File: src/rtl/adcc_pkg.sv
package adcc_pkg;
  localparam int DIG_W = 2;
  typedef logic [DIG_W-1:0] digit_t;
  localparam digit_t DIG_BAD = 2'd3;
  localparam digit_t DIG_TOP = 2'd2;

  function automatic logic digit_bad(input digit_t d);
    return d == DIG_BAD;
  endfunction

  function automatic digit_t digit_fold(input digit_t d);
    return (d == DIG_BAD) ? DIG_TOP : d;
  endfunction

  // cycles a fine stage digit (0-based index) waits before the adder
  function automatic int stage_wait(input int idx, input int n_fine);
    return n_fine / 2 + 1 - idx / 2;
  endfunction
endpackage

File: src/rtl/adcc_delay.sv
module adcc_delay #(
  parameter int W     = 2,
  parameter int DEPTH = 1
) (
  input  logic         clk,
  input  logic         rst_n,
  input  logic [W-1:0] d,
  output logic [W-1:0] q
);
  logic [W-1:0] tap [DEPTH];

  genvar i;
  for (i = 0; i < DEPTH; i++) begin : g_tap
    if (i == 0) begin : g_head
      always_ff @(posedge clk or negedge rst_n) begin
        if (!rst_n) tap[0] <= '0;
        else        tap[0] <= d;
      end
    end else begin : g_body
      always_ff @(posedge clk or negedge rst_n) begin
        if (!rst_n) tap[i] <= '0;
        else        tap[i] <= tap[i-1];
      end
    end
  end

  assign q = tap[DEPTH-1];
endmodule

File: src/rtl/adcc_channel.sv
module adcc_channel
  import adcc_pkg::*;
#(
  parameter int N_FINE = 8,
  parameter int FIN_W  = 2
) (
  input  logic                      clk,
  input  logic                      rst_n,
  input  logic [N_FINE*DIG_W-1:0]   fine_bus,
  input  logic [FIN_W-1:0]          last_dig,
  input  logic                      fmt_twos,
  output logic                      illegal_now,
  output logic                      err,
  output logic [N_FINE+FIN_W-1:0]   sum_word,
  output logic [N_FINE+FIN_W-1:0]   word_q
);
  localparam int FINE_W = N_FINE * DIG_W;
  localparam int OUT_W  = N_FINE + FIN_W;
  localparam int MSB    = OUT_W - 1;

  logic [N_FINE-1:0] bad_vec;
  logic [FINE_W-1:0] aligned_bus;
  logic [FIN_W-1:0]  aligned_last;

  genvar k;
  for (k = 0; k < N_FINE; k++) begin : g_stage
    localparam int DLY = stage_wait(k, N_FINE);
    digit_t raw;
    digit_t folded;
    assign raw        = fine_bus[k*DIG_W +: DIG_W];
    assign bad_vec[k] = digit_bad(raw);
    assign folded     = digit_fold(raw);
    adcc_delay #(.W(DIG_W), .DEPTH(DLY)) u_dly (
      .clk(clk), .rst_n(rst_n), .d(folded),
      .q(aligned_bus[k*DIG_W +: DIG_W])
    );
  end

  adcc_delay #(.W(FIN_W), .DEPTH(1)) u_last_dly (
    .clk(clk), .rst_n(rst_n), .d(last_dig), .q(aligned_last)
  );

  function automatic logic [OUT_W-1:0] overlap_add(
    input logic [FINE_W-1:0] digs,
    input logic [FIN_W-1:0]  last
  );
    logic [OUT_W-1:0] acc;
    acc = OUT_W'(last);
    for (int s = 0; s < N_FINE; s++) begin
      acc = acc + (OUT_W'(digs[s*DIG_W +: DIG_W]) << (N_FINE - s + FIN_W - 2));
    end
    return acc;
  endfunction

  function automatic logic [OUT_W-1:0] apply_format(
    input logic [OUT_W-1:0] w,
    input logic             twos
  );
    return {w[MSB] ^ twos, w[MSB-1:0]};
  endfunction

  assign illegal_now = |bad_vec;
  assign sum_word    = overlap_add(aligned_bus, aligned_last);

  always_ff @(posedge clk or negedge rst_n) begin
    if (!rst_n)           err <= 1'b0;
    else if (illegal_now) err <= 1'b1;
  end

  always_ff @(posedge clk or negedge rst_n) begin
    if (!rst_n) word_q <= '0;
    else        word_q <= apply_format(sum_word, fmt_twos);
  end
endmodule

File: src/rtl/pipeadc_correct.sv
module pipeadc_correct
  import adcc_pkg::*;
#(
  parameter int N_FINE = 8,
  parameter int FIN_W  = 2,
  localparam int FINE_W = N_FINE * DIG_W,
  localparam int OUT_W  = N_FINE + FIN_W
) (
  input  logic              clk,
  input  logic              rst_n,
  input  logic              fmt_twos,
  input  logic              oe,
  input  logic [FINE_W-1:0] a_fine,
  input  logic [FIN_W-1:0]  a_last,
  input  logic [FINE_W-1:0] b_fine,
  input  logic [FIN_W-1:0]  b_last,
  output logic [OUT_W-1:0]  a_data,
  output logic              a_drive,
  output logic [OUT_W-1:0]  b_data,
  output logic              b_drive,
  output logic              a_err,
  output logic              b_err
);
  localparam int N_CH = 2;

  logic [N_CH-1:0][FINE_W-1:0] ch_fine;
  logic [N_CH-1:0][FIN_W-1:0]  ch_last;
  logic [N_CH-1:0]             ch_illegal;
  logic [N_CH-1:0]             ch_err;
  logic [N_CH-1:0][OUT_W-1:0]  ch_sum;
  logic [N_CH-1:0][OUT_W-1:0]  ch_word;

  assign ch_fine[0] = a_fine;
  assign ch_fine[1] = b_fine;
  assign ch_last[0] = a_last;
  assign ch_last[1] = b_last;

  genvar c;
  for (c = 0; c < N_CH; c++) begin : g_ch
    adcc_channel #(.N_FINE(N_FINE), .FIN_W(FIN_W)) u_chan (
      .clk(clk), .rst_n(rst_n),
      .fine_bus(ch_fine[c]), .last_dig(ch_last[c]),
      .fmt_twos(fmt_twos),
      .illegal_now(ch_illegal[c]), .err(ch_err[c]),
      .sum_word(ch_sum[c]), .word_q(ch_word[c])
    );
  end

  assign a_drive = oe;
  assign b_drive = oe;
  assign a_data  = a_drive ? ch_word[0] : '0;
  assign b_data  = b_drive ? ch_word[1] : '0;
  assign a_err   = ch_err[0];
  assign b_err   = ch_err[1];
endmodule

File: config.mk
export PLATFORM = sky130hd
export DESIGN_NAME = pipeadc_correct
export DESIGN_NICKNAME = d
export VERILOG_FILES = /design/src/rtl/adcc_pkg.sv /design/src/rtl/adcc_delay.sv /design/src/rtl/adcc_channel.sv /design/src/rtl/pipeadc_correct.sv
export SDC_FILE = /design/constraint.sdc
export NUM_CORES = 1
export LEC_CHECK = 0
export ABC_CLOCK_PERIOD_IN_PS = 2300
export BUFFER_PORTS_ARGS = -buffer_cell sky130_fd_sc_hd__buf_2
export CAP_MARGIN = 40
export CORE_MARGIN = 4
export CORE_UTILIZATION = 40
export DETAILED_ROUTE_END_ITERATION = 6
export HOLD_SLACK_MARGIN = 0.06
export PLACE_DENSITY_LB_ADDON = 0.3
export SYNTH_ARGS = -nofsm -noshare
export SYNTH_HDL_FRONTEND = slang
export SYNTH_SLANG_ARGS = --single-unit
File: constraint.sdc
create_clock -name clk -period 2.3 [get_ports clk]
set_input_delay 0.115 -clock clk [delete_from_list [all_inputs] [get_ports clk]]
set_output_delay 0.115 -clock clk [all_outputs]
set_load 0.01 [all_outputs]
==> results by group <==
Place
  • DPL Wire Length: roughly 4500 um
  • Worst slack, placed: roughly 0.49 ns
  • Port Buffers: between 60 and 70
  • Gpl congestion: between 0.8 and 0.9

Layout
  • Filler cell count: ~900
  • Area Overhead vs Synth: 30.3%
  • Sequential cell area in the final layout: approximately 0.0035 mm2
  • Area used by multi-input combinational logic: 0.00105 mm2
  • Most common library cell in the layout ignoring fill and taps: sky130_fd_sc_hd__dfrtp_1
  • Antenna cells: 0
  • Core utilization of the finished layout: 0.543
  • Highest-count cells in the layout ignoring fill and taps: sky130_fd_sc_hd__dfrtp_1 (138), sky130_fd_sc_hd__buf_2 (62), sky130_fd_sc_hd__dlygate4sd3_1 (37)
  • Net total in the final layout: 460
  • Fraction of final layout cells sized beyond drive strength 1: 0.239

Synthesis
  • Area of the mapped netlist: 0.00460 mm2
  • Synthesized instance count: roughly 300
  • Number of warnings issued by yosys: 0
  • Synth async-reset ratio: 1.00
  • Total of flip-flops plus latches after synthesis: 138
  • Fraction of the yosys area taken by sequential cells: 0.751
  • Syn_nets: 360
  • Count of flip-flops with a built-in enable after synthesis: 0
  • Top_reg_cell synth: sky130_fd_sc_hd__dfrtp_1
  • Post-Syn Area per Cell: around 15 um2
  • Netlist cell types: 35

Timing
  • Final hold violation count: 0
  • TNS Setup: 0 ns
  • Final setup vio count: 0
  • Max-Slew Margin vs Limit: 0.741
  • Maximum clock frequency: between 0.5 and 0.6 GHz
  • Final critical delay including setup and external delays: about 1.8 ns
  • Setup repair after global routing missed its margin: no
  • Slew @ Worst Pin: 0.389 ns
  • Final period util: 0.795
  • Setup skew after layout: about 0.0098 ns
  • Setup slack of the critical path after layout: approximately 0.47 ns
  • Count of final max-slew check failures: 0

Clock tree
  • CTS buffer count: 17
  • CTS root buffer: sky130_fd_sc_hd__clkbuf_16
  • Clock transition at the register clock pins on the worst setup and hold paths after CTS: ~0.05 ns
  • CTS tree: done
  • CTS sink cnt: roughly 140
  • # resized after CTS: 0
  • Buffer depth of the longest clock path: 2
  • Count of H-tree levels built during CTS: 4
  • Clock latency on the worst-skew pair: 0.40 ns

Floorplan
  • Number of placed I/O pins: between 60 and 70
  • Row count: 38
  • Chip Height: between 100 and 150 um
  • Die outline area: 0.0133 mm2
  • Die X: 115 um
  • Std-Cell Core Area: about 0.011 mm2
  • Initial cell density of the core: 0.417

GRT
  • Initial antenna violation count: 0
  • Global-route usage over all layers: 0.120
  • Vias in the first global route: around 2600
  • Maximum number of pins on one net before global-route repair: 72
  • Wire length of the first global-routing pass: between 10000 and 15000 um
  • Total overflow reported by the global router: 0

Run
  • Max Cap Viol: 0

Setup path
  • Worst endpoint required time: around 2.6 ns
  • Crit Path Max Fanout: 3
  • Max stage delay cell, worst path: sky130_fd_sc_hd__fa_1
  • Cell-by-cell trace of the critical path: ha_1, fa_1, nand3_1, nand2_2, and4b_1, a311o_1
  • Arrival @ worst endpoint: 2.11 ns
  • Critical Path Max Stage Delay: 0.42 ns
  • Class of the most critical setup path: flip-flop to flip-flop
  • Type of origin of the critical path: flip-flop
  • Capturing element type of the critical path: flip-flop

Power and ir drop
  • Portion of total power attributed to sequential cells: 0.461
  • Power density relative to cell area: 951 mW/mm2
  • Internal power component: approximately 4.6 mW
  • Static Leak: 2.84 nW
  • Peak supply drop: about 0.5 mV
  • Switching Share: 0.202
  • Clock share of power: 0.463
  • Part of the power in combinational logic: 0.076
  • Net Sw Power: 1.15 mW

Detailed routing
  • Average wire per standard cell: 12.6 um
  • Number of detailed-routing iterations run before antenna repair: 4
  • Via count: between 2000 and 2500
  • DRC marker count from the first detailed-route iteration: 98
  • Total Routed Length: between 6000 and 7000 um
  • DR DRC count: 0
  • Final antenna-violating net count: 0
  • Vias per cell: approximately 4.4

Worst hold path
  • Class of the tightest hold or removal check: primary input to asynchronous set/reset pin

Status
  • Outcome: finished clean
[layout make-up]
cell class | count | share of cell area
repair buffers | 102 | 0.120
multi-input cells | 141 | 0.175
clock inverters | 8 | 0.0196
clock buffers | 24 | 0.0787
flip-flops and latches | 138 | 0.576
inverters | 2 | 0.00125
well taps | 140 | 0.0292
[timing repair]
item,in CTS,in global routing
buffers inserted,0,0
hold endpoints to repair,176,0
hold buffers,37,0
[registers in the layout (all words and copies together) (netlist names)]
| signal | count |
|---|---|
| g_ch.u_chan.g_stage.u_dly.q | 32 |
| g_ch.u_chan.u_last_dly.q | 4 |
| g_ch.u_chan.word_q | 20 |
| g_ch.u_chan.g_stage.u_dly.tap | 80 |
| g_ch.u_chan.err | 2 |
[synth_stat cells, types with 3 or more instances]
library cell / instances / area [um2]
sky130_fd_sc_hd__a221oi_1: 3 / 26.3
sky130_fd_sc_hd__dfrtp_1: 138 / 3450
sky130_fd_sc_hd__xor2_1: 5 / 43.8
sky130_fd_sc_hd__nor3_1: 5 / 25.0
sky130_fd_sc_hd__nor2b_1: 17 / 106
sky130_fd_sc_hd__mux2i_1: 3 / 30.0
sky130_fd_sc_hd__and2_1: 20 / 125
sky130_fd_sc_hd__clkbuf_1: 18 / 67.6
sky130_fd_sc_hd__xnor2_1: 6 / 52.6
sky130_fd_sc_hd__buf_4: 3 / 22.5
sky130_fd_sc_hd__nand2_1: 8 / 30.0
sky130_fd_sc_hd__ha_1: 16 / 200
sky130_fd_sc_hd__a21oi_1: 14 / 70.1
sky130_fd_sc_hd__nand2b_1: 3 / 18.8
sky130_fd_sc_hd__nor2_1: 5 / 18.8
sky130_fd_sc_hd__nand3_1: 7 / 35.0
sky130_fd_sc_hd__a21oi_2: 3 / 26.3
[worst paths after layout]
path,from,to,slack [ns],depth (start not counted)
max,g_ch[0].u_chan.u_last_dly.q[1],g_ch[0].u_chan.word_q[7],0.47,6
min,rst_n,g_ch[1].u_chan.g_stage[0].u_dly.tap[9],0.18,2
max in group asynchronous,rst_n,g_ch[1].u_chan.word_q[7],1.43,3
min reg2reg,g_ch[0].u_chan.g_stage[0].u_dly.tap[2],g_ch[0].u_chan.g_stage[0].u_dly.q[0],0.34,0
max reg2reg,g_ch[0].u_chan.u_last_dly.q[1],g_ch[0].u_chan.word_q[7],0.47,6
min in group clk,fmt_twos,g_ch[0].u_chan.word_q[9],0.21,4
[critical path: cells and delay by family, from the launching register on]
family | cells | cell delay [ns]
AOI/OAI and AO/OA | 1 | 0.31
adders and majority gates | 2 | 0.66
DFF | 1 | 0.36
and+or+nand+nor | 3 | 0.38
[stage by stage]
step                cells  area, um2  hold slack [ns]  power [mW]
floorplan             302       4600           -0.181        2.89
global placement      486       5030           0.0272        3.05
detailed placement    486       5030           0.0329        3.06
CTS                   555       5990            0.178        5.79
global route          555       5990            0.195        5.97
finish                555       5990            0.180        5.70
[power groups by stage]
stage	clock network, mW	logic (mW)	registers, mW
after floorplan	0	0.232	2.66
after global placement	0	0.377	2.67
after global routing	2.83	0.489	2.65
after CTS	2.71	0.440	2.63
final	2.64	0.432	2.63
after detailed placement	0	0.388	2.67
[logic make-up (layout without fill, tap and decap cells)]
group / count (synthesis) / after routing / synth area share
DFF: 138 / 138 / 0.751
muxes: 5 / 5 / 0.0114
AOI/OAI and AO/OA: 37 / 37 / 0.0560
adders and majority gates: 18 / 18 / 0.0522
buffers and inverters: 23 / 136 / 0.0212
and+or+nand+nor: 70 / 70 / 0.0876
xor gates and xnor gates: 11 / 11 / 0.0209
[routing by layer]
layer	share of wire	track usage
met1	0.43	0.148
met2	0.49	0.186
met3	0.061	0.0474
met4	0.012	0.0587
met5	0	0
Note: power is estimated with default switching activity, not from simulation.
